$ cat src/rtl/sq_pkg.sv
package sq_pkg;
  // strobes issued by the pointer control to the storage datapath
  typedef struct packed {
    logic write;   // store the incoming entry at the tail slot
    logic pop;     // oldest retired entry leaves toward memory
    logic retire;  // retire pointer advances
    logic cut;     // partial flush applied
  } sqStrobes_t;
endpackage

$ cat src/rtl/sq_ctrl.sv
module sq_ctrl
  import sq_pkg::*;
#(
  parameter int DEPTH = 8
) (
  input  logic                       clk,
  input  logic                       rst_n,
  input  logic                       pushValid,
  input  logic                       retireReq,
  input  logic                       flushReq,
  input  logic [$clog2(DEPTH)-1:0]   flushIdx,
  input  logic                       memWrReady,
  output logic                       pushReady,
  output logic                       memWrValid,
  output sqStrobes_t                 strobes,
  output logic [$clog2(DEPTH)-1:0]   headSlot,
  output logic [$clog2(DEPTH)-1:0]   tailSlot,
  output logic [$clog2(DEPTH):0]     liveCount
);
  localparam int IDX_W = $clog2(DEPTH);
  localparam int PTR_W = IDX_W + 1;

  logic [PTR_W-1:0] headPtr, retPtr, tailPtr;
  logic [PTR_W-1:0] retCount, relExt, keepLen, cutTail;
  logic [IDX_W-1:0] rel;
  logic             flushHit;

  assign liveCount = tailPtr - headPtr;
  assign retCount  = retPtr - headPtr;
  assign headSlot  = headPtr[IDX_W-1:0];
  assign tailSlot  = tailPtr[IDX_W-1:0];

  assign pushReady  = (liveCount != PTR_W'(DEPTH)) && !flushReq;
  assign memWrValid = (retPtr != headPtr);

  always_comb begin
    rel      = flushIdx - headSlot;
    relExt   = {1'b0, rel};
    keepLen  = relExt + PTR_W'(1);
    flushHit = flushReq && (relExt < liveCount);
    cutTail  = tailPtr;
    if (flushHit) begin
      cutTail = (keepLen < retCount) ? retPtr : headPtr + keepLen;
    end
  end

  always_comb begin
    strobes.cut    = flushHit;
    strobes.retire = retireReq && (retPtr != cutTail);
    strobes.pop    = memWrValid && memWrReady;
    strobes.write  = pushValid && pushReady;
  end

  always_ff @(posedge clk) begin
    if (!rst_n) begin
      headPtr <= '0;
      retPtr  <= '0;
      tailPtr <= '0;
    end else begin
      if (strobes.pop)    headPtr <= headPtr + PTR_W'(1);
      if (strobes.retire) retPtr  <= retPtr + PTR_W'(1);
      tailPtr <= cutTail + (strobes.write ? PTR_W'(1) : PTR_W'(0));
    end
  end

  p_no_overflow_r2: assert property (@(posedge clk) disable iff (!rst_n)
    liveCount <= PTR_W'(DEPTH));
  p_full_refuse_r2: assert property (@(posedge clk) disable iff (!rst_n)
    (liveCount == PTR_W'(DEPTH)) |-> !strobes.write);
  p_retired_inside_r5: assert property (@(posedge clk) disable iff (!rst_n)
    retCount <= liveCount);
  p_flush_keeps_r9: assert property (@(posedge clk) disable iff (!rst_n)
    (strobes.cut && !strobes.pop) |=> (liveCount >= $past(retCount)));
  p_commit_step_r6: assert property (@(posedge clk) disable iff (!rst_n)
    strobes.pop |=> (headSlot == $past(headSlot) + IDX_W'(1)));
endmodule

$ cat src/rtl/sq_data.sv
module sq_data
  import sq_pkg::*;
#(
  parameter int DEPTH  = 8,
  parameter int ADDR_W = 16,
  parameter int DATA_W = 32
) (
  input  logic                      clk,
  input  logic                      rst_n,
  input  sqStrobes_t                strobes,
  input  logic [$clog2(DEPTH)-1:0]  headSlot,
  input  logic [$clog2(DEPTH)-1:0]  tailSlot,
  input  logic [$clog2(DEPTH):0]    liveCount,
  input  logic [ADDR_W-1:0]         pushAddr,
  input  logic [DATA_W-1:0]         pushData,
  input  logic [ADDR_W-1:0]         lookupAddr,
  output logic                      lookupHit,
  output logic [DATA_W-1:0]         lookupData,
  output logic [ADDR_W-1:0]         memWrAddr,
  output logic [DATA_W-1:0]         memWrData
);
  localparam int IDX_W = $clog2(DEPTH);
  localparam int PTR_W = IDX_W + 1;

  logic [ADDR_W-1:0] addrMem [DEPTH];
  logic [DATA_W-1:0] dataMem [DEPTH];
  logic [DEPTH-1:0]  ageMatch;   // bit k: entry k places after head matches
  logic [DATA_W-1:0] ageData [DEPTH];

  always_ff @(posedge clk) begin
    if (strobes.write) begin
      addrMem[tailSlot] <= pushAddr;
      dataMem[tailSlot] <= pushData;
    end
  end

  generate
    for (genvar k = 0; k < DEPTH; k++) begin : g_age
      logic [IDX_W-1:0] slot;
      assign slot        = headSlot + IDX_W'(k);
      assign ageMatch[k] = (PTR_W'(k) < liveCount) && (addrMem[slot] == lookupAddr);
      assign ageData[k]  = dataMem[slot];
    end
  endgenerate

  // younger entries sit at larger ages; the last match found wins
  always_comb begin
    lookupHit  = 1'b0;
    lookupData = '0;
    for (int k = 0; k < DEPTH; k++) begin
      if (ageMatch[k]) begin
        lookupHit  = 1'b1;
        lookupData = ageData[k];
      end
    end
  end

  assign memWrAddr = addrMem[headSlot];
  assign memWrData = dataMem[headSlot];

  p_hit_needs_entry_r4: assert property (@(posedge clk) disable iff (!rst_n)
    lookupHit |-> (liveCount != '0));
  p_write_lands_r2: assert property (@(posedge clk) disable iff (!rst_n)
    strobes.write |=> (dataMem[$past(tailSlot)] == $past(pushData)));
endmodule

$ cat src/rtl/store_queue_fwd.sv
module store_queue_fwd
  import sq_pkg::*;
#(
  parameter int DEPTH  = 8,
  parameter int ADDR_W = 16,
  parameter int DATA_W = 32
) (
  input  logic                      clk,
  input  logic                      rst_n,
  input  logic                      pushValid,
  input  logic [ADDR_W-1:0]         pushAddr,
  input  logic [DATA_W-1:0]         pushData,
  output logic                      pushReady,
  input  logic                      retireReq,
  input  logic                      flushReq,
  input  logic [$clog2(DEPTH)-1:0]  flushIdx,
  input  logic [ADDR_W-1:0]         lookupAddr,
  output logic                      lookupHit,
  output logic [DATA_W-1:0]         lookupData,
  output logic                      memWrValid,
  output logic [ADDR_W-1:0]         memWrAddr,
  output logic [DATA_W-1:0]         memWrData,
  input  logic                      memWrReady
);
  localparam int IDX_W = $clog2(DEPTH);

  sqStrobes_t        strobes;
  logic [IDX_W-1:0]  headSlot, tailSlot;
  logic [IDX_W:0]    liveCount;

  sq_ctrl #(.DEPTH(DEPTH)) u_ctrl (
    .clk(clk), .rst_n(rst_n),
    .pushValid(pushValid), .retireReq(retireReq),
    .flushReq(flushReq), .flushIdx(flushIdx),
    .memWrReady(memWrReady),
    .pushReady(pushReady), .memWrValid(memWrValid),
    .strobes(strobes), .headSlot(headSlot), .tailSlot(tailSlot),
    .liveCount(liveCount)
  );

  sq_data #(.DEPTH(DEPTH), .ADDR_W(ADDR_W), .DATA_W(DATA_W)) u_data (
    .clk(clk), .rst_n(rst_n), .strobes(strobes),
    .headSlot(headSlot), .tailSlot(tailSlot), .liveCount(liveCount),
    .pushAddr(pushAddr), .pushData(pushData),
    .lookupAddr(lookupAddr), .lookupHit(lookupHit), .lookupData(lookupData),
    .memWrAddr(memWrAddr), .memWrData(memWrData)
  );
endmodule

$ cat config.mk
export PLATFORM = sky130hd
export DESIGN_NAME = store_queue_fwd
export DESIGN_NICKNAME = d
export VERILOG_FILES = /design/src/rtl/sq_pkg.sv /design/src/rtl/sq_ctrl.sv /design/src/rtl/sq_data.sv /design/src/rtl/store_queue_fwd.sv
export SDC_FILE = /design/constraint.sdc
export NUM_CORES = 1
export LEC_CHECK = 0
export BUFFER_PORTS_ARGS = -buffer_cell sky130_fd_sc_hd__clkbuf_2
export CAP_MARGIN = 5
export CORE_ASPECT_RATIO = 2
export CORE_MARGIN = 4
export CORE_UTILIZATION = 35
export CTS_CLUSTER_DIAMETER = 150
export DETAILED_ROUTE_END_ITERATION = 10
export SYNTH_ARGS = -nofsm -noshare
export SYNTH_HDL_FRONTEND = slang
export SYNTH_SLANG_ARGS = --single-unit
$ cat constraint.sdc
create_clock -name clk -period 9.55 [get_ports clk]
set_input_delay 1.91 -clock clk [delete_from_list [all_inputs] [get_ports clk]]
set_output_delay 1.91 -clock clk [all_outputs]
set_load 0.005 [all_outputs]
### Word level (Yosys, flattened, before mapping)

Memory sizes are Yosys's and may differ from the RTL's. A register that Yosys moved wholly into a read port is not among the register bits.
Cells that the tools add are included.

* register bits: 12
* bits in writable memories: 384
* input bits: 73
* output and inout bits: 83
* word-level logic and storage cells: 80
* memories kept: 2

Memory list
* u_data.dataMem: depth 8, bits a word 32, rd ports 8, clocked after memory_dff 1, wr ports 1, RTL line sq_data.sv:26 `logic [DATA_W-1:0] dataMem [DEPTH];`
* u_data.addrMem: depth 8, bits a word 16, rd ports 8, clocked after memory_dff 1, wr ports 1, RTL line sq_data.sv:25 `logic [ADDR_W-1:0] addrMem [DEPTH];`

* add/subtract/negate cells: 15
* $lt $le $gt $ge: 10
* eq/ne operators: 11
* multiplexer cells: 25
* reduce and logical (&&, ||, !) cells: 14

Operators with widths (number)
* $mux W32: 8
* $eq A16 B16 Y1: 8
* $lt A3 B4 Y1 const A: 4
* $logic_and A1 B1 Y1: 13
* $add A3 B3 Y3 const B: 4
* $mux W3: 4
* $mux W1: 11
* $add A4 B1 Y4 const B: 2
* $add A4 B4 Y4: 2
* $lt A1 B4 Y1 const A: 2
* $lt A2 B4 Y1 const A: 2
* $mux W4: 2
* $ne A4 B4 Y1: 2
* $sub A4 B4 Y4: 2
* $add A3 B2 Y3 const B: 2
* $add A3 B1 Y4 const B: 1
* $lt A3 B4 Y1: 1
* $lt A4 B4 Y1: 1
* $ne A4 B4 Y1 const B: 1
* $add A3 B1 Y3 const B: 1
* $sub A3 B3 Y3: 1
* $logic_not A1 Y1: 1

### Depth between registers and ports, before layout

* word-level depth: 11
* mapped depth: 23
* gate-level depth less buffers: 17

### Cells and area by module

A second synthesis with hierarchy kept.

* cell total of the unflattened synthesis: 2455
* area, all modules: 32708.9 µm²

Modules (own cells, without submodules)
* sq_data: instances 1, cells each 2269, area an instance 31136.1 µm², sequential area each 11531.1 µm²
* sq_ctrl: instances 1, cells each 186, area an instance 1572.8 µm², sequential area each 240.2 µm²

### Worst setup path after synthesis

No wires, ideal clock.

* kind: reg2reg
* from: register u_ctrl.headPtr[1]
* to: memory u_data.addrMem[1][0] (enable)
* library setup time: 0.513 ns
* arrival: 6.812 ns
* data required time: 9.037 ns
* slack: 2.226 ns
* stages on the path, launching flop included: 16
* buffers on the path: 7
* period minus slack after synthesis: 7.324 ns
* path through: dfxtp_1 buf_2 buf_4 buf_4 buf_2 inv_2 buf_2 buf_1 ha_1 a221oi_1 xnor2_1 clkbuf_1 a21oi_1 and2_1 nand2_1 nor3_1

* word-level cells in the longest chain between the ends: 6

Ends and longest elaborated chain
* start, declared: RTL line sq_ctrl.sv:23 `logic [PTR_W-1:0] headPtr, retPtr, tailPtr;`
* start signal, assigned: RTL line sq_ctrl.sv:60 `if (strobes.pop) headPtr <= headPtr + PTR_W'(1);`
* $sub A4 B4 Y4: RTL line sq_ctrl.sv:28 `assign liveCount = tailPtr - headPtr;`
* $ne A4 B4 Y1: RTL line sq_ctrl.sv:33 `assign pushReady = (liveCount != PTR_W'(DEPTH)) && !flushReq;`
* $logic_and A1 B1 Y1: RTL line sq_ctrl.sv:33
* named net pushReady: RTL line store_queue_fwd.sv:13 `output logic pushReady,`
* $logic_and A1 B1 Y1: RTL line sq_ctrl.sv:51 `strobes.write = pushValid && pushReady;`
* $mux W1: RTL line sq_data.sv:31 `if (strobes.write) begin`
* $mux W1 (not written as such): RTL line sq_data.sv:32 `addrMem[tailSlot] <= pushAddr;`
* end, declared: RTL line sq_data.sv:25

The timed path passes the listed nets, and every way through them passes these cells.

### Worst setup path in the final report

* from: register u_ctrl.headPtr[0]
* to: output lookupData[2]

* word-level cells in the longest chain between the ends: 11
* elaborated cells on any way between the ends: 41
* classes of those cells: add/sub (8); order compare (8); eq/ne (7); mux (8); reduce/logical (8); memory (2)

Ends and longest elaborated chain
* $add A3 B1 Y3 *: RTL line sq_data.sv:40 `assign slot = headSlot + IDX_W'(k);`
* named net u_data.g_age[1].slot[1]: RTL line sq_data.sv:39 `logic [IDX_W-1:0] slot;`
* $mem_v2 Z8 W16
* $eq A16 B16 Y1: RTL line sq_data.sv:41 `assign ageMatch[k] = (PTR_W'(k) < liveCount) && (addrMem[slot] == lookupAddr);`
* $logic_and A1 B1 Y1: RTL line sq_data.sv:41
* $mux W32 * (7 in series): RTL line sq_data.sv:51 `if (ageMatch[k]) begin`
* end, declared: RTL line store_queue_fwd.sv:19 `output logic [DATA_W-1:0] lookupData,`

Mark *: on every way through the listed nets, which the timed path passes. The rest lies on a longest branch.

==> metrics <==
HP Class=flop to flop; first-pass GRT wire length=around 170 mm; CP max FO=between 60 and 70; Net Switching=between 2000 and 3000 uW; Crit Path Class=flop to primary output; clock sinks=roughly 400; Clock Path Buffers=3; Hold-fix buffers, CTS=0; number of synthesis warnings=0; root buf cell=clkbuf_16; synth unique cells=65; Pwr Total=roughly 6900 uW; Post-DRT Antenna Nets=0; Layout Skew=a little under 30 ps; sw frac=37.33%; Max-cap violations=0; top_reg_cell synth=edfxtp_1; synthesis-to-finish area growth=9.208%; min setup slack post-route=1314 ps; core box area=roughly 96,000 um2; Post-CTS Repair Setup Buffers=0; asr flop ratio synth=0%; Total Routing Usage GR=22.14%; fmax=roughly 120 MHz; initial antenna violation count=10; Fillers=approximately 8,900; Arr. time, crit path=between 6000 and 7000 ps; Min Clock Period, post-route=~8000 ps; DRC violations left=0; Worst-Skew Late Latency=around 590 ps; chip height=roughly 450 um; Port Buffers=155; Initial Utilization=around 35%; die width=around 230 um; Die ar.=about 100,000 um2; CTS tree=built; Clk pwr share=between 20 and 25%; total gr overflow=0; crit share post-route=about 86%; vias per cell=about 6.7; number of synthesized flops with an enable pin=about 380; DR vias=approximately 25,000; WHS=615.2 ps; Yosys reg bits=~400; Power Dens Cells=~190 nW/um2; drt total wl=~120 mm; Row Count=~160; hold depth=2; Pleak=~0.012 uW; post-DP HPWL=79.23 mm; cell area after synthesis=~34,000 um2; Setup TNS Final=0 ps; IO Count=between 150 and 200; TritonCTS Buffers=39; reg2reg path depth=17; Max rail drop VDD=138.3 uV; drt first pass iters=5; Int Power=4352 uW; Syn Inst Count=~2,500; fraction of layout cells with a size suffix above 1=35.99%; syn_nets=roughly 2,600; CP required=7640 ps; critical path endpoint category=primary output; Flop pwr share=between 30% and 40%; # resized after CTS=0; Final #Nets=about 2,600; Worst slew margin=between 20% and 30%; RSZ-0062 raised after global routing=no; vias in the first global route=25,810; Final GP Congestion=between 1 and 1.5; Startpoint Class=flop; H-tree levels=2; Setup Viol. Count Final=0; clock transition time at the flip-flop clock pins of the worst setup and hold paths=around 80 ps; Worst Max-Slew Pin Slew=between 1000 and 1500 ps; sequential share of the synthesized area=34.77%; routed wire length per instance=about 31 um; status=complete, no violations; initial DRC count=around 2,900; Comb power frac=45.4%; Max Slew Vio Count=0; pre-CTS setup slack=around 1900 ps; largest net degree at the start of global routing=~110; final hold violations=0; Synth Area per Inst=roughly 14 um2
[kinds of logic (layout without fill, tap and decap cells)]
family	count (synthesis)	count (layout)	synth area share, %
buffers and inverters	268	313	3.883
xor gates and xnor gates	172	172	4.427
other	0	5	0
DFF	399	399	34.77
adders and majority gates	26	26	1.044
muxes	755	755	40.65
AOI/OAI and AO/OA	370	370	8.620
and+or+nand+nor	510	510	6.604
[through the flow]
step,std cells,utilization [%],instance area (um2)
2_1_floorplan,2500,-,34030
3_3_place_gp,3695,37.25,35860
3_5_place_dp,3695,37.25,35860
4_1_cts,3767,38.58,37150
5_1_grt,3771,38.59,37160
6_report,3772,38.59,37160
[registers in the layout (all words and copies together) (netlist names), named ones only]
register and count:
u_ctrl.retPtr 4, u_ctrl.tailPtr 4, u_data.addrMem 128, u_ctrl.headPtr 4, u_data.dataMem 256
[worst max-delay path, cell delays in order, from the launching register on]
cell	delay, ps
dfxtp_4	580
inv_1	80
buf_4	330
ha_4	800
buf_4	460
mux4_2	570
xnor2_1	530
a21oi_1	130
nor2_1	130
nand4_1	130
nor4_2	450
buf_12	330
a21oi_1	120
o21ai_1	140
a221oi_2	100
o32ai_2	560
clkbuf_2	210
[cells in the final DEF (no fill, tap or decap), types with 6 or more instances in the layout]
master | netlist | layout
clkbuf_16 | 0 | 40
nand3_1 | 13 | 13
buf_4 | 25 | 59
inv_1 | 18 | 18
a221oi_2 | 30 | 30
clkbuf_2 | 0 | 155
xor2_1 | 69 | 67
and2_1 | 49 | 49
a211oi_1 | 36 | 36
buf_12 | 0 | 7
edfxtp_1 | 384 | 384
dfxtp_1 | 15 | 9
clkbuf_1 | 99 | 7
o21ai_0 | 54 | 54
inv_6 | 0 | 6
nor4_1 | 9 | 8
mux4_2 | 497 | 497
mux2_2 | 44 | 44
nor3_1 | 9 | 7
a21oi_1 | 78 | 78
nor2_4 | 0 | 6
o21ai_1 | 24 | 24
mux2i_1 | 214 | 214
nor2_1 | 33 | 27
o32ai_2 | 31 | 31
xnor2_1 | 103 | 101
dfxtp_4 | 0 | 6
a22o_1 | 39 | 39
a31oi_1 | 33 | 33
a221oi_1 | 7 | 7
nand2_1 | 353 | 352
nand4_1 | 17 | 17
nor2b_1 | 6 | 6
ha_1 | 22 | 20
[per-layer routing]
| layer | wire length [um] | up-vias | GRT usage (%) |
|---|---|---|---|
| met4 | 9574 | 4 | 15.42 |
| li1 | - | 10270 | - |
| met5 | 22 | - | 0 |
| met1 | 38140 | 12920 | 23.54 |
| met2 | 61950 | 1497 | 40.03 |
| met3 | 8062 | 450 | 3.203 |
[synthesized netlist by cell type (31+ instances only)]
master    number  share of area, %
buf_1         40              0.44
o21ai_0       54              0.79
o32ai_2       31               1.5
xor2_1        69               1.8
a21oi_1       78               1.1
clkbuf_1      99               1.1
a211oi_1      36              0.79
and2_1        49              0.90
mux2i_1      214               6.3
nand2_1      353               3.9
mux4_2       497                33
nor2_1        33              0.36
edfxtp_1     384                34
mux2_2        44               1.5
xnor2_1      103               2.7
a31oi_1       33              0.61
buf_2         66              0.97
a22o_1        39               1.0
[path summary, 6_finish.rpt]
check / end / startpoint / slack, ps
min: u_ctrl.retPtr[1]$_SDFFE_PN0P_ / u_ctrl.retPtr[1]$_SDFFE_PN0P_ / 620
min reg2reg: u_ctrl.retPtr[1]$_SDFFE_PN0P_ / u_ctrl.retPtr[1]$_SDFFE_PN0P_ / 620
max: lookupData[2] / u_ctrl.headPtr[0]$_SDFFE_PN0P_ / 1310
max reg2reg: u_ctrl.retPtr[3]$_SDFFE_PN0P_ / u_ctrl.headPtr[0]$_SDFFE_PN0P_ / 4070
[power groups by stage]
stage               Combinational, uW  Clock, uW  Sequential (uW)
floorplan                        2360          0             2140
global placement                 3090          0             2210
detailed placement               3150          0             2230
CTS                              3160       1630             2190
global route                     3350       1700             2210
finish                           3150       1600             2190
[cell type report]
class,count,area (um2),share of cell area (%)
multi-input combinational,1833,21050,56.64
sequential,399,11850,31.90
tap,1222,1529,4.115
timing repair buffer,221,1359,3.657
clock buffer,47,1027,2.765
clock inverter,25,255.2,0.6869
inverter,20,76.32,0.2054
antenna,5,12.51,0.03367
Note: power is estimated with default switching activity, not from simulation.
